$ cat config.mk
export PLATFORM = sky130hd
export DESIGN_NAME = dual_sp_unit
export DESIGN_NICKNAME = d
export VERILOG_FILES = /design/src/rtl/dual_sp_pkg.sv /design/src/rtl/sp_ptr.sv /design/src/rtl/sp_pair_lock.sv /design/src/rtl/dual_sp_unit.sv
export SDC_FILE = /design/constraint.sdc
export NUM_CORES = 1
export LEC_CHECK = 0
export CAP_MARGIN = 20
export CORE_ASPECT_RATIO = 1.5
export CORE_MARGIN = 1
export CORE_UTILIZATION = 37
export DETAILED_ROUTE_END_ITERATION = 7
export GPL_TIMING_DRIVEN = 0
export PLACE_DENSITY = 0.73
export SLEW_MARGIN = 5
export SYNTH_ARGS = -nofsm -noshare
export SYNTH_HDL_FRONTEND = slang
export SYNTH_SLANG_ARGS = --single-unit
$ cat constraint.sdc
create_clock -name clk -period 2.3 [get_ports clk]
set_input_delay 0.46 -clock clk [delete_from_list [all_inputs] [get_ports clk]]
set_output_delay 0.46 -clock clk [all_outputs]
set_load 0.01 [all_outputs]
$ cat src/rtl/dual_sp_pkg.sv
package dual_sp_pkg;
  typedef enum logic [2:0] {
    OP_HOLD = 3'd0,
    OP_LOAD = 3'd1,
    OP_PUSH = 3'd2,
    OP_POP  = 3'd3,
    OP_BAD  = 3'd4
  } sp_op_e;

  // Load outranks everything; push with pop and no load is illegal.
  function automatic sp_op_e decode_op(input logic push, input logic pop, input logic load);
    if (load)              return OP_LOAD;
    else if (push && pop)  return OP_BAD;
    else if (push)         return OP_PUSH;
    else if (pop)          return OP_POP;
    else                   return OP_HOLD;
  endfunction
endpackage

$ cat src/rtl/sp_ptr.sv
module sp_ptr
  import dual_sp_pkg::*;
#(
  parameter int          W   = 8,
  parameter logic [W-1:0] RST = '0
) (
  input  logic         clk,
  input  logic         rst_n,
  input  logic         push,
  input  logic         pop,
  input  logic         load,
  input  logic [W-1:0] load_val,
  output logic [W-1:0] ptr,
  output logic [W-1:0] acc_addr,
  output logic         illegal
);
  localparam logic [W-1:0] ONE = W'(1);

  sp_op_e       op;
  logic [W-1:0] ptr_q;
  logic [W-1:0] ptr_dec;
  logic [W-1:0] ptr_inc;
  logic [W-1:0] ptr_d;

  assign op      = decode_op(push, pop, load);
  assign ptr_dec = ptr_q - ONE;
  assign ptr_inc = ptr_q + ONE;

  always_comb begin
    unique case (op)
      OP_LOAD: ptr_d = load_val;
      OP_PUSH: ptr_d = ptr_dec;
      OP_POP:  ptr_d = ptr_inc;
      default: ptr_d = ptr_q;
    endcase
  end

  always_ff @(posedge clk) begin
    if (!rst_n) ptr_q <= RST;
    else        ptr_q <= ptr_d;
  end

  assign ptr      = ptr_q;
  assign acc_addr = (op == OP_PUSH) ? ptr_dec : ptr_q;
  assign illegal  = (op == OP_BAD);
endmodule

$ cat src/rtl/sp_pair_lock.sv
module sp_pair_lock (
  input  logic clk,
  input  logic rst_n,
  input  logic ld_a,
  input  logic ld_b,
  output logic permit
);
  logic got_a;
  logic got_b;

  always_ff @(posedge clk) begin
    if (!rst_n) begin
      got_a <= 1'b0;
      got_b <= 1'b0;
    end else begin
      if (ld_a)                        got_a <= 1'b1;
      else if (ld_b && got_a && got_b) got_a <= 1'b0;
      if (ld_b)                        got_b <= 1'b1;
      else if (ld_a && got_a && got_b) got_b <= 1'b0;
    end
  end

  assign permit = got_a & got_b;
endmodule

$ cat src/rtl/dual_sp_unit.sv
module dual_sp_unit #(
  parameter int              AS_W   = 10,
  parameter int              DS_W   = 8,
  parameter int              MEM_AW = 16,
  parameter logic [AS_W-1:0] AS_RST = 10'h2A5,
  parameter logic [DS_W-1:0] DS_RST = 8'hA5
) (
  input  logic              clk,
  input  logic              rst_n,
  input  logic              as_push,
  input  logic              as_pop,
  input  logic              as_load,
  input  logic [AS_W-1:0]   as_load_val,
  output logic [AS_W-1:0]   as_addr,
  output logic [AS_W-1:0]   as_ptr,
  output logic              as_err,
  input  logic              ds_push,
  input  logic              ds_pop,
  input  logic              ds_load,
  input  logic [DS_W-1:0]   ds_load_val,
  output logic [MEM_AW-1:0] ds_addr,
  output logic [DS_W-1:0]   ds_ptr,
  output logic              ds_err,
  output logic              irq_permit
);
  localparam int PAGE_W = MEM_AW - DS_W;

  logic [DS_W-1:0] ds_off;

  sp_ptr #(.W(AS_W), .RST(AS_RST)) u_as (
    .clk(clk), .rst_n(rst_n),
    .push(as_push), .pop(as_pop), .load(as_load), .load_val(as_load_val),
    .ptr(as_ptr), .acc_addr(as_addr), .illegal(as_err)
  );

  sp_ptr #(.W(DS_W), .RST(DS_RST)) u_ds (
    .clk(clk), .rst_n(rst_n),
    .push(ds_push), .pop(ds_pop), .load(ds_load), .load_val(ds_load_val),
    .ptr(ds_ptr), .acc_addr(ds_off), .illegal(ds_err)
  );

  // Data stack lives in page zero of the data memory.
  assign ds_addr = {{PAGE_W{1'b0}}, ds_off};

  sp_pair_lock u_lock (
    .clk(clk), .rst_n(rst_n),
    .ld_a(as_load), .ld_b(ds_load),
    .permit(irq_permit)
  );
endmodule

==> run metrics <==
Clk pin slew, worst setup/hold paths=0.09 ns; status=finished with violations; die height=96.38 um; Hold Path Origin=u_lock.got_b; Synth warnings=0; syn avg cell area=7.087 um^2; GP Congestion=0.9441; clock power share=18.7%; H-tree depth=1; n_diodes=0; Die ar.=0.006257 mm^2; largest net degree at the start of global routing=12; Nets=455; clk sink count=20; Max-slew headroom=49.83%; R2R Setup Slk=0.32 ns; hold_ws=0.5368 ns; synthesized area=0.002197 mm^2; cts bufs inserted=3; register area share after synthesis=18.22%; Initial DRT Pass Iterations=4; DR top layer=met4; Final WS setup=-0.001557 ns; final setup vio count=1; DP Wirelength=5048 um; first-pass GRT wire length=11,990 um; reg2reg start=u_as.ptr[2]; crit start category=flop; Starting DRT DRC Count=265; met1 wire length=2909 um; met2 WL=4286 um; Hold Path Class=reg2reg; row cnt=34; Setup Skew=0.009942 ns; Post-Syn Instances=310; core area=0.005743 mm^2; number of top-level pins=73; Clock Path Buffers=2; Leak=0.001407 uW; Area Growth Syn to Fin=59.57%; chip width=64.92 um; DR vias/cell=5.596; Psw=572.3 uW; sequential fraction of design power=29.9%; aggregate routed wire length=7819 um; metal3 WL=391 um; Peak VDD IR=0.0003287 V; FFs w/ async S/R, synth=0%; Initial Util=38.26%; Max-Cap Viols=0; max-slew violation count=0; WL/cell=15.96 um; number of routed nets with antenna violations=0; Hold Fails Final Rpt=0; Switching Fraction=38.58%; slew of the pin with the lowest slew margin=0.7510 ns; initial antenna violation count=0; power per standard cell area=423.2 mW/mm^2; flops & latches, synth=20; Tcrit/Tclk final=100.1%; Worst Hold Depth=2; CTS Root Cell=clkbuf_8; share of cells above drive strength 1=29.43%; TritonCTS clock tree=yes; total power=1484 uW; violated checks=negative setup slack; DRC=0; r2r endpoint=u_as.ptr[9]; Worst-Skew Late Latency=0.26 ns; EDFF count, synth=0; via count=2,742; Final min period=2.302 ns; ys flop type=dfxtp_1; Placement Setup Slack=-1.262 ns; Setup crit end kind=primary output; Netlist cell types=62; Setup CP Type=reg2out; Overflow after GRT=0; crit-path max FO=5; Worst EP arrival=1.84 ns; vias in the first global route=2,621; WP data required=1.84 ns; hold path endpoint=u_lock.got_b; Max Fclk=0.4345 GHz; RSZ-0062 raised after global routing=yes; GRT Util Overall=24.17%; cell depth of the worst flop-to-flop path=6; Int Pwr=911.2 uW; Logic pwr share=51.4%; buffers added on ports=63
==> synthesized netlist by cell type (all sizes together) (8+ instances only) <==
library cell	count	area [um^2]
o21ai	27	135.1
a31oi	8	50.05
nand2	30	112.6
buf	13	83.83
a21oi	22	110.1
nand3	8	40.04
clkbuf	18	67.56
ha	10	125.1
nor2	20	75.07
xnor2	14	122.6
dfxtp	20	400.4
inv	19	71.32
==> state kept, by name, indices dropped and copies added, names as in the netlist <==
name	flops
u_ds.ptr	8
u_lock.got_a	1
u_lock.got_b	1
u_as.ptr	10
==> how the worst max path moves through the flow <==
stage / start / slack (ns) / endpoint
after floorplan: as_push / 0.02 / as_addr[8]
after CTS: u_ds.ptr[0] / -0.11 / ds_addr[7]
after detailed placement: as_push / -1.26 / as_addr[9]
final: u_ds.ptr[0] / -0.002 / ds_addr[7]
after global routing: u_as.ptr[2] / -0.06 / as_addr[7]
after global placement: as_push / -1.25 / as_addr[9]
==> worst max-delay path: stages (launching register included) <==
cell and delay (ns):
dfxtp_4 0.37, or4_4 0.58, nor4_4 0.19, nand2_1 0.12, xnor2_1 0.15, buf_2 0.15
==> what timing repair did <==
| action | 4_1_cts | 5_1_grt |
|---|---|---|
| hold endpoints to repair | 0 | 0 |
| pin swaps | 16 | 17 |
| gates resized for setup | 134 | 28 |
| hold buffers | 0 | 0 |
| buffers inserted | 27 | 8 |
| setup endpoints to repair | 28 | 15 |
==> cell families (layout without fill, tap and decap cells) <==
| family | after synthesis | after routing | share of synthesized area, % |
|---|---|---|---|
| compound gates | 100 | 100 | 29.73 |
| buf+inv | 50 | 151 | 10.14 |
| mux | 4 | 4 | 1.822 |
| flops | 20 | 20 | 18.22 |
| fa+ha+maj | 10 | 10 | 5.695 |
| simple gates | 106 | 106 | 26.65 |
| other cells | 1 | 8 | 0.1707 |
| xor+xnor | 19 | 19 | 7.574 |
==> through the flow <==
step | setup TNS (ns) | std cells | utilization, % | instance area (um^2)
5_1_grt | -0.1661 | 490 | 61.05 | 3506
6_report | -0.001557 | 490 | 61.05 | 3506
4_1_cts | -0.1952 | 483 | 59.56 | 3421
3_5_place_dp | -26.13 | 452 | 51.35 | 2949
3_3_place_gp | -25.18 | 452 | 51.35 | 2949
2_1_floorplan | 0 | 317 | - | 2228
==> layer usage <==
metal | global-route usage [%] | up-vias
li1 | - | 1327
met1 | 25.16 | 1273
met2 | 47.22 | 119
met3 | 2.347 | 23
met4 | 11.85 | 0
met5 | 0 | -
==> final cells by class <==
type | count | area (um^2)
buffer | 30 | 165.2
clock buffer | 4 | 55.05
fill | 529 | 2237
inverter | 19 | 90.09
multi-input combinational | 247 | 1833
sequential | 20 | 420.4
tap | 72 | 90.09
timing repair buffer | 98 | 852.1
==> placed cells by master, fill, tap and decap left out, types with 4 or more instances in the layout <==
| cell | netlist | layout |
|---|---|---|
| and3_1 | 5 | 4 |
| nand3_1 | 8 | 8 |
| mux2i_1 | 4 | 4 |
| a31oi_1 | 8 | 8 |
| clkbuf_8 | 0 | 4 |
| inv_1 | 17 | 11 |
| clkbuf_2 | 0 | 6 |
| nand2_1 | 30 | 27 |
| buf_2 | 4 | 14 |
| or3_1 | 4 | 4 |
| a21oi_1 | 22 | 22 |
| clkbuf_1 | 18 | 14 |
| xnor2_1 | 14 | 14 |
| dfxtp_1 | 20 | 14 |
| o211ai_1 | 5 | 5 |
| nor2b_1 | 5 | 4 |
| conb_1 | 1 | 8 |
| xor2_1 | 5 | 5 |
| dlygate4sd2_1 | 0 | 6 |
| nor2_1 | 20 | 18 |
| clkdlybuf4s50_1 | 0 | 39 |
| a211oi_1 | 5 | 5 |
| ha_1 | 10 | 4 |
| buf_6 | 0 | 7 |
| o21ai_0 | 24 | 24 |
| buf_4 | 8 | 39 |
| dfxtp_4 | 0 | 5 |
| nor4_4 | 0 | 5 |
| ha_4 | 0 | 6 |
==> power groups by stage <==
stage | clock [uW] | sequential (uW) | combinational [uW]
after floorplan | 0 | 446 | 361
after global placement | 0 | 442 | 630
after detailed placement | 0 | 443 | 638
after CTS | 282 | 440 | 725
after global routing | 296 | 449 | 823
final | 278 | 444 | 762
No activity file was read; power rests on OpenSTA's default activity.
